--- config.mk ---
export PLATFORM = sky130hd
export DESIGN_NAME = host_bus_bridge
export DESIGN_NICKNAME = d
export VERILOG_FILES = /design/src/rtl/hbus_pkg.sv /design/src/rtl/hbus_sync.sv /design/src/rtl/hbus_par.sv /design/src/rtl/hbus_ser.sv /design/src/rtl/host_bus_bridge.sv
export SDC_FILE = /design/constraint.sdc
export NUM_CORES = 1
export LEC_CHECK = 0
export BUFFER_PORTS_ARGS = -buffer_cell sky130_fd_sc_hd__buf_2
export CORE_ASPECT_RATIO = 2
export CORE_MARGIN = 2
export CORE_UTILIZATION = 49
export CTS_BUF_LIST = sky130_fd_sc_hd__clkbuf_2 sky130_fd_sc_hd__clkbuf_4 sky130_fd_sc_hd__clkbuf_8
export DETAILED_ROUTE_END_ITERATION = 8
export PLACE_DENSITY = 0.83
export SLEW_MARGIN = 20
export SYNTH_ARGS = -nofsm -noshare
export SYNTH_HDL_FRONTEND = slang
export SYNTH_SLANG_ARGS = --single-unit
export TNS_END_PERCENT = 30
--- constraint.sdc ---
create_clock -name clk -period 1.79 [get_ports clk]
set_clock_uncertainty 0.05 [all_clocks]
set_input_delay 0.358 -clock clk [delete_from_list [all_inputs] [get_ports clk]]
set_output_delay 0.358 -clock clk [all_outputs]
set_load 0.05 [all_outputs]
--- src/rtl/hbus_pkg.sv ---
package hbus_pkg;
  localparam int DW = 8;

  typedef struct packed {
    logic [DW-1:0] dat;
    logic          dc;
    logic          rd;
  } hbus_xfer_t;

  // status byte: busy flag in the top bit, remaining bits zero
  function automatic logic [DW-1:0] status_byte(input logic busy_f);
    return {busy_f, {(DW-1){1'b0}}};
  endfunction

  // an access is accepted when idle, or when it is a status read
  function automatic logic accept(input logic busy_f, input logic is_rd, input logic is_dat);
    return !busy_f || (is_rd && !is_dat);
  endfunction
endpackage

--- src/rtl/hbus_sync.sv ---
module hbus_sync #(
  parameter int W      = 1,
  parameter int STAGES = 2
) (
  input  logic         clk,
  input  logic         rst_n,
  input  logic [W-1:0] d,
  output logic [W-1:0] q
);
  logic [STAGES-1:0][W-1:0] stg;

  always_ff @(posedge clk or negedge rst_n) begin
    if (!rst_n) begin
      stg <= '0;
    end else begin
      stg[0] <= d;
      for (int i = 1; i < STAGES; i++) stg[i] <= stg[i-1];
    end
  end

  assign q = stg[STAGES-1];
endmodule

--- src/rtl/hbus_par.sv ---
module hbus_par import hbus_pkg::*; (
  input  logic          clk,
  input  logic          rst_n,
  input  logic          sel,
  input  logic          m68,
  input  logic          rs,
  input  logic          en_rd,
  input  logic          rw_wr,
  input  logic [DW-1:0] db,
  input  logic          busy,
  input  logic [DW-1:0] rd_byte,
  output logic          evt_vld,
  output hbus_xfer_t    evt,
  output logic          oe,
  output logic [DW-1:0] dout
);
  logic en_q, rw_q;
  logic rd_phase, rd_evt, wr_evt;

  always_ff @(posedge clk or negedge rst_n) begin
    if (!rst_n) begin
      en_q <= 1'b0;
      rw_q <= 1'b0;
    end else begin
      en_q <= en_rd;
      rw_q <= rw_wr;
    end
  end

  always_comb begin
    if (m68) begin
      rd_phase = en_rd && rw_wr;
      rd_evt   = sel && rw_wr && en_rd && !en_q;
      wr_evt   = sel && !rw_wr && en_q && !en_rd;
    end else begin
      rd_phase = !en_rd;
      rd_evt   = sel && en_q && !en_rd;
      wr_evt   = sel && !rw_q && rw_wr;
    end
  end

  assign dout    = rs ? rd_byte : status_byte(busy);
  assign oe      = sel && rd_phase;
  assign evt_vld = (rd_evt && accept(busy, 1'b1, rs)) ||
                   (wr_evt && accept(busy, 1'b0, rs));
  assign evt.dat = rd_evt ? dout : db;
  assign evt.dc  = rs;
  assign evt.rd  = rd_evt;
endmodule

--- src/rtl/hbus_ser.sv ---
module hbus_ser import hbus_pkg::*; (
  input  logic       clk,
  input  logic       rst_n,
  input  logic       sel,
  input  logic       rs,
  input  logic       sclk,
  input  logic       sdat,
  input  logic       busy,
  output logic       evt_vld,
  output hbus_xfer_t evt
);
  localparam int CW = $clog2(DW);
  localparam logic [CW-1:0] LAST = CW'(DW - 1);

  logic [DW-2:0] sh;
  logic [CW-1:0] cnt;
  logic          sclk_q;
  logic          rise, last_bit;

  assign rise     = sel && sclk && !sclk_q;
  assign last_bit = rise && (cnt == LAST);

  always_ff @(posedge clk or negedge rst_n) begin
    if (!rst_n) begin
      sh     <= '0;
      cnt    <= '0;
      sclk_q <= 1'b0;
    end else begin
      sclk_q <= sclk;
      if (!sel) begin
        sh  <= '0;
        cnt <= '0;
      end else if (rise) begin
        sh  <= last_bit ? '0 : {sh[DW-3:0], sdat};
        cnt <= last_bit ? '0 : cnt + 1'b1;
      end
    end
  end

  assign evt_vld = last_bit && accept(busy, 1'b0, rs);
  assign evt.dat = {sh, sdat};
  assign evt.dc  = rs;
  assign evt.rd  = 1'b0;

  // a deselected cycle leaves the counter empty
  a_r8_cnt_clear: assert property (@(posedge clk) disable iff (!rst_n)
    !sel |=> (cnt == '0));
endmodule

--- src/rtl/host_bus_bridge.sv ---
module host_bus_bridge import hbus_pkg::*; #(
  parameter int SYNC_STAGES = 2
) (
  input  logic          clk,
  input  logic          rst_n,
  input  logic          cs_n,
  input  logic          cs,
  input  logic          mode_par,
  input  logic          mode_68,
  input  logic          rs,
  input  logic          en_rd,
  input  logic          rw_wr,
  input  logic [DW-1:0] db_in,
  output logic [DW-1:0] db_out,
  output logic          db_oe,
  input  logic          busy,
  input  logic [DW-1:0] rd_data,
  output logic          xfer_vld,
  output logic [DW-1:0] xfer_byte,
  output logic          xfer_dc,
  output logic          xfer_rd
);
  localparam int CTLW = 7;
  localparam int SW   = CTLW + DW;

  logic [SW-1:0] raw, syn;
  logic cs_n_s, cs_s, par_s, m68_s, rs_s, en_s, rw_s;
  logic [DW-1:0] db_s;
  logic sel_s, sel_par, sel_ser;

  assign raw = {cs_n, cs, mode_par, mode_68, rs, en_rd, rw_wr, db_in};

  hbus_sync #(.W(SW), .STAGES(SYNC_STAGES)) u_sync (
    .clk(clk), .rst_n(rst_n), .d(raw), .q(syn)
  );

  assign {cs_n_s, cs_s, par_s, m68_s, rs_s, en_s, rw_s, db_s} = syn;
  assign sel_s   = !cs_n_s && cs_s;
  assign sel_par = sel_s && par_s;
  assign sel_ser = sel_s && !par_s;

  logic       p_vld, s_vld, oe_p;
  hbus_xfer_t p_evt, s_evt, evt_q;
  logic [DW-1:0] dout_p;

  hbus_par u_par (
    .clk(clk), .rst_n(rst_n), .sel(sel_par), .m68(m68_s), .rs(rs_s),
    .en_rd(en_s), .rw_wr(rw_s), .db(db_s), .busy(busy), .rd_byte(rd_data),
    .evt_vld(p_vld), .evt(p_evt), .oe(oe_p), .dout(dout_p)
  );

  hbus_ser u_ser (
    .clk(clk), .rst_n(rst_n), .sel(sel_ser), .rs(rs_s),
    .sclk(db_s[DW-2]), .sdat(db_s[DW-1]), .busy(busy),
    .evt_vld(s_vld), .evt(s_evt)
  );

  always_ff @(posedge clk or negedge rst_n) begin
    if (!rst_n) begin
      xfer_vld <= 1'b0;
      evt_q    <= '0;
    end else begin
      xfer_vld <= par_s ? p_vld : s_vld;
      if (p_vld || s_vld) evt_q <= par_s ? p_evt : s_evt;
    end
  end

  assign xfer_byte = evt_q.dat;
  assign xfer_dc   = evt_q.dc;
  assign xfer_rd   = evt_q.rd;
  assign db_oe     = oe_p;
  assign db_out    = dout_p;

  // a reported transfer was seen while selected
  a_r1_sel_only: assert property (@(posedge clk) disable iff (!rst_n)
    xfer_vld |-> $past(sel_s));
  // the serial path never reports a read
  a_r7_serial_write_only: assert property (@(posedge clk) disable iff (!rst_n)
    (xfer_vld && !$past(par_s)) |-> !xfer_rd);
  // under busy only status reads get through
  a_r9_busy_gate: assert property (@(posedge clk) disable iff (!rst_n)
    (xfer_vld && $past(busy)) |-> (xfer_rd && !xfer_dc));
  // a status read carries zeros below the busy bit
  a_r6_status_shape: assert property (@(posedge clk) disable iff (!rst_n)
    (xfer_vld && xfer_rd && !xfer_dc) |-> (xfer_byte[DW-2:0] == '0));
endmodule

==> run summary, run 1 <==
vias in the first global route - 1,287
initial antenna violation count - 0
starting density of the core - 0.511
Fillers - 306
RSZ-0062 raised after global routing - true
Hold Path Class - input pin to register
hold_ws - 0.0878 ns
Leak - 1.28 nW
failing checks - setup timing
DRT Pass-1 Iters - 4
relative slew slack - 0.630
Synth Register Bits - 54
CTS Sinks - 54
n_diodes - 0
Mean Syn Cell Area - 15.4 um2
status - finished with violations
Final ANT Viol Nets - 0
met2 Use GR - 0.330
largest net degree at the start of global routing - 31
gr usage total - 0.184
met1 Use GR - 0.193
Mapped Area - 1990 um2
GR Overflow Total - 0
syn nets - 157
count of input and output buffers - 45
Cells after Synth - 129
die area - 4610 um2
Max Root-Sink Buffers - 2
final hold viol count - 0
Yosys warnings - 0
post-synth cell types - 30
CTS tree - built
busiest grt layer - met2
WP data required - 1.95 ns
Fmax - 519 MHz
Worst-Skew Late Latency - 0.32 ns
IO Pins - 46
critical path launch point type - register
vias per cell - 5.19
commonest non-fill, non-tap cell in the layout - dfrtp_1
core area - 3880 um2
first-iteration detailed-routing DRC count - 20
Final setup viols - 11
Critical Path Fanout Max - 5
met3 Resource Use GR - 0.0494
setup total negative slack - -1.16 ns
final wirelength - 3800 um
commonest non-fill, non-tap cells in the layout - dfrtp_1 (54), buf_2 (43), a22o_1 (10)
worst setup path class - register to register
Max-cap violations - 0
setup slack after layout - -0.138 ns
VDD IR max - 749 uV
Clock Root Buffer - clkbuf_8
crit path capture type - register
Placed Area - 2320 um2
pwr/cell area - 1010 nW/um2
total CTS buffers - 5
Die Y - 94.0 um
wire per inst - 15.7 um
Util after Layout - 0.652
Final Max Slew Viols - 0
Max H-tree Level - 2
global-route wire length before repair - 6130 um
clk slew on worst S/H paths - 0.09 ns
Overall Power - 0.00256 W
layout cell share with drive strength beyond 1 - 0.450
via count - 1,256
# rows - 32
Worst-Margin Slew - 0.555 ns
Synth-to-Final Area Change - 27.5%
DP HPWL - 2720 um
WP data arrival - 2.09 ns
minimum clock period - 1.93 ns
chip width - 49.0 um
Finished Cell Area - 2530 um2
final worst-path cycle share - 1.08
final net count - 218
DRC errors left - 0
register area share after synthesis - 0.681
Routability Congestion - 0.765
==> where the power goes <==
group | leakage, nW | switching [W] | internal (W) | total [W]
Combinational | 0.554 | 0.000319 | 0.000161 | 0.000480
Clock | 0.0537 | 0.000402 | 0.000328 | 0.000731
Sequential | 0.668 | 0.0000458 | 0.00131 | 0.00135
==> state kept, by name, indices dropped and copies added (netlist names) <==
name / count
xfer_dc: 1
xfer_vld: 1
u_sync.stg: 15
xfer_byte: 8
u_par.en_q: 1
u_ser.cnt: 3
u_ser.sh: 7
xfer_rd: 1
u_par.rw_q: 1
u_ser.sclk_q: 1
u_sync.q: 15
==> path summary, 6_finish.rpt <==
kind,startpoint,end,slack (ns),cells past startpoint
worst max-delay path,u_sync.q[14],xfer_byte[6],-0.14,6
worst min-delay path,db_in[6],u_sync.stg[6],0.09,1
worst max register to register,u_sync.q[14],xfer_byte[6],-0.14,6
worst min register to register,u_sync.stg[11],u_sync.q[11],0.31,0
max in group asynchronous,rst_n,u_sync.q[8],0.64,3
min in group asynchronous,rst_n,u_sync.stg[2],0.50,2
==> cell usage after synthesis <==
cell | count | share of area
nand2_1 | 2 | 0.0038
inv_2 | 1 | 0.0019
nor4b_1 | 1 | 0.0044
mux2_2 | 1 | 0.0057
ha_1 | 2 | 0.013
mux2_4 | 8 | 0.060
a22o_1 | 10 | 0.044
nor3b_4 | 1 | 0.0095
inv_1 | 3 | 0.0057
o21a_1 | 1 | 0.0038
clkbuf_1 | 1 | 0.0019
mux2i_1 | 1 | 0.0050
o21ai_0 | 2 | 0.0050
nor2b_1 | 8 | 0.025
and2_1 | 7 | 0.022
nor2_1 | 5 | 0.0095
or3b_4 | 2 | 0.011
dfrtp_1 | 54 | 0.68
a21oi_2 | 1 | 0.0044
nor2_4 | 1 | 0.0057
a21oi_1 | 1 | 0.0025
buf_6 | 1 | 0.0057
a31oi_2 | 1 | 0.0063
and3_1 | 1 | 0.0032
nand3b_1 | 1 | 0.0038
a221o_1 | 8 | 0.040
a311oi_1 | 1 | 0.0044
a211oi_1 | 1 | 0.0038
buf_2 | 1 | 0.0025
and4b_1 | 1 | 0.0050
==> routing by layer <==
layer  wire (um)  vias to the layer above
met5           0                        -
li1            -                      587
met1        1320                      626
met2        2200                       35
met3         177                        8
met4         102                        0
==> area by class of cell <==
| class | instances | area [um2] | area share |
|---|---|---|---|
| multi-input cells | 68 | 623 | 0.246 |
| repair buffers | 57 | 377 | 0.149 |
| well taps | 51 | 63.8 | 0.0252 |
| flip-flops and latches | 54 | 1350 | 0.534 |
| clock inverters | 2 | 20.0 | 0.00791 |
| inverters | 4 | 15.0 | 0.00593 |
| clock buffers | 6 | 82.6 | 0.0326 |
==> through the flow <==
step           cells  setup slack, ns
3_5_place_dp     228           -0.133
4_1_cts          238           -0.133
6_report         242           -0.138
3_3_place_gp     228          -0.0576
2_1_floorplan    129           0.0237
5_1_grt          242           -0.194
==> worst max-delay path, stage by stage, from the launching register on <==
cell and delay (ns):
dfrtp_1 0.38, or3b_4 0.43, nor3b_4 0.25, a31oi_2 0.12
buf_6 0.15, clkbuf_16 0.15, mux2_4 0.29
==> cells by family after synthesis <==
kind of cell    share of synthesized area
compound gates                      0.115
fa+ha+maj                          0.0126
buf+inv                            0.0176
flops                               0.681
mux                                0.0712
simple gates                        0.103
==> timing repair <==
| action | CTS | global route |
|---|---|---|
| setup endpoints to repair | 13 | 21 |
| buffers inserted | 1 | 3 |
| gates resized for setup | 4 | 7 |
| hold buffers | 1 | 0 |
| pin swaps | 0 | 10 |
| gates cloned | 0 | 1 |
| hold endpoints to repair | 24 | 0 |
No activity file was read; power rests on OpenSTA's default activity.
==> run 2, diff against run 1 <==
--- a/config.mk
+++ b/config.mk
@@ -6,12 +6,14 @@
 export NUM_CORES = 1
 export LEC_CHECK = 0
 export BUFFER_PORTS_ARGS = -buffer_cell sky130_fd_sc_hd__buf_2
+export CELL_PAD_IN_SITES_DETAIL_PLACEMENT = 1
+export CELL_PAD_IN_SITES_GLOBAL_PLACEMENT = 1
 export CORE_ASPECT_RATIO = 2
 export CORE_MARGIN = 2
-export CORE_UTILIZATION = 49
+export CORE_UTILIZATION = 40
 export CTS_BUF_LIST = sky130_fd_sc_hd__clkbuf_2 sky130_fd_sc_hd__clkbuf_4 sky130_fd_sc_hd__clkbuf_8
 export DETAILED_ROUTE_END_ITERATION = 8
-export PLACE_DENSITY = 0.83
+export PLACE_DENSITY = 0.82
 export SLEW_MARGIN = 20
 export SYNTH_ARGS = -nofsm -noshare
 export SYNTH_HDL_FRONTEND = slang
==> run 2 against run 1 <==
  * Maximum frequency increased by 3.6%
  * Sequential share of layout area fell by 1.7 points
  * Count of clock-buffer cells in the layout stayed put
  * Cell area is 3.3% higher
  * Hold slack gained 0.016 ns
  * Register-to-register slack gained 0.07 ns
  * Global-route usage decreased by 1.8 points
  * Clock power increased by 32%
  * Combinational power is 3% higher
  * Largest power group unchanged
  * Flip-flop and latch count did not move
  * Via count rose by 3.7%
  * The flow still finishes with violations (setup timing)
==> run summary, run 2 (synthesis gave the netlist of run 1 again) <==
status - finished with violations
failing checks - setup timing
final net count - 221 (+1.4%)
critical path launch point type - register
final wirelength - 4170 um (+9.8%)
Fillers - 499 (+63%)
register area - 1350 um2 (unchanged)
DP HPWL - 3150 um (+16%)
Final ANT Viol Nets - 0 (unchanged)
total CTS buffers - 5 (unchanged)
Critical Path Fanout Max - 8 (+3)
Fmax - 537 MHz (+3.6%)
largest net degree at the start of global routing - 55 (+77%)
count of input and output buffers - 45 (unchanged)
Routability Congestion - 0.768 (+0.41%)
Pint - 0.00207 W (+15%)
commonest non-fill, non-tap cell in the layout - dfrtp_1
IO Pins - 46 (unchanged)
Max H-tree Level - 2 (unchanged)
area of the multi-input gates - 657 um2 (+5.4%)
DRC errors left - 0 (unchanged)
commonest non-fill, non-tap cells in the layout - dfrtp_1 (54), buf_2 (43), buf_4 (12), a22o_1 (10)
initial antenna violation count - 0 (unchanged)
Clk pwr share - 0.344 (+0.059)
n_diodes - 0 (unchanged)
Final Max Slew Viols - 0 (unchanged)
VDD IR max - 905 uV (+21%)
die area - 5580 um2 (+21%)
Synth-to-Final Area Change - 31.7%
RSZ-0062 raised after global routing - true
CTS tree - built
Die Y - 104 um (+10%)
R2R setup slack - -0.07 ns (+0.07 ns)
final worst-path cycle share - 1.04 (-0.0372)
part of the power in registers - 0.480 (-0.047)
Final setup viols - 11 (unchanged)
chip width - 53.8 um (+9.8%)
via count - 1,303 (+3.7%)
first-iteration detailed-routing DRC count - 39 (+95%)
CP max stage cell - or3b_4
CP Buf/Inv Count - 1 (-1)
Clock Root Buffer - clkbuf_8
wire per inst - 16.6 um (+5.9%)
CTS Sinks - 54 (unchanged)
crit path capture type - register
Combinational Power Share - 0.176 (-0.011)
Finished Cell Area - 2620 um2 (+3.3%)
Placed Area - 2350 um2 (+1.3%)
Switch Pwr - 0.000745 W (-2.9%)
Leak - 1.30 nW (+2.1%)
worst setup path class - register to register
pwr/cell area - 1080 nW/um2 (+6.4%)
final hold viol count - 0 (unchanged)
setup slack after layout - -0.0716 ns (+0.0667 ns)
worst-path cell chain - or3b_4, nor3b_4, a31oi_4, buf_12, mux2_4
GR Overflow Total - 0 (unchanged)
Worst-Margin Slew - 0.416 ns (-0.140 ns)
relative slew slack - 0.723 (+0.0928)
layout cell share with drive strength beyond 1 - 0.479 (+0.0291)
DRT Pass-1 Iters - 4 (unchanged)
hold_ws - 0.104 ns (+0.0163 ns)
minimum clock period - 1.86 ns (-0.0667 ns)
starting density of the core - 0.412 (-0.0993)
Hold Path Class - input pin to register
max incr delay on CP - 0.43 ns (about the same)
# rows - 36 (+13%)
WP data required - 1.94 ns (about the same)
global-route wire length before repair - 6580 um (+7.3%)
clk slew on worst S/H paths - 0.09 ns (about the same)
core area - 4820 um2 (+24%)
WP data arrival - 2.01 ns (-0.08 ns)
vias in the first global route - 1,401 (+8.9%)
Switching Fraction - 0.265 (-0.0349)
vias per cell - 5.19 (about the same)
gr usage total - 0.165 (-0.0185)
Worst-Skew Late Latency - 0.31 ns (about the same)
Max Root-Sink Buffers - 2 (unchanged)
Max-cap violations - 0 (unchanged)
Crit path max-delay family - simple AND/OR/NAND/NOR gates
==> run 2: final timing paths <==
path | start | end | depth (start not counted)
max | u_sync.q[14] | xfer_byte[3] | 5
max in group asynchronous | rst_n | u_sync.stg[14] | 3
min | db_in[0] | u_sync.stg[0] | 1
max reg2reg | u_sync.q[14] | xfer_byte[3] | 5
min in group asynchronous | rst_n | u_sync.stg[2] | 3
min reg2reg | u_sync.stg[5] | u_sync.q[5] | 0
==> run 2: what timing repair did <==
action                     CTS  global route
resized for setup            8            11
setup buffers                0             5
hold buffers                 1             0
setup endpoints to repair   11            21
pin swaps                    3             7
hold endpoints to repair    54             0
==> run 2: layout make-up <==
| cell class | instances | area share |
|---|---|---|
| Sequential cell | 54 | 0.517 |
| Multi-Input combinational cell | 68 | 0.251 |
| Timing Repair Buffer | 60 | 0.144 |
| Clock buffer | 6 | 0.0316 |
| Tap cell | 57 | 0.0273 |
| Clock inverter | 2 | 0.0230 |
| Inverter | 4 | 0.00574 |
==> run 2: power groups by stage <==
stage | clock network [W] | registers [W] | logic, W
2_1_floorplan | 0 | 0.00154 | 0.000152
3_3_place_gp | 0 | 0.00137 | 0.000464
3_5_place_dp | 0 | 0.00138 | 0.000477
4_1_cts | 0.000993 | 0.00135 | 0.000484
5_1_grt | 0.00104 | 0.00136 | 0.000525
6_report | 0.000967 | 0.00135 | 0.000496
==> run 2: stage by stage <==
stage	setup WS, ns	cells	power, W	util	setup TNS [ns]
after global placement	-0.0623	237	0.00183	0.489	-0.483
after CTS	-0.0763	246	0.00283	0.527	-0.620
after global routing	-0.137	251	0.00292	0.543	-1.33
after floorplan	0.0237	129	0.00169	-	0
final	-0.0716	251	0.00281	0.543	-0.592
after detailed placement	-0.188	237	0.00186	0.489	-1.62
==> run 2: per-layer routing <==
layer  track usage  up-vias  part of all wire
li1              -      590                 -
met1         0.167      653              0.35
met2         0.283       44              0.57
met3        0.0360       16             0.041
met4         0.106        0             0.039
met5             0        -                 0
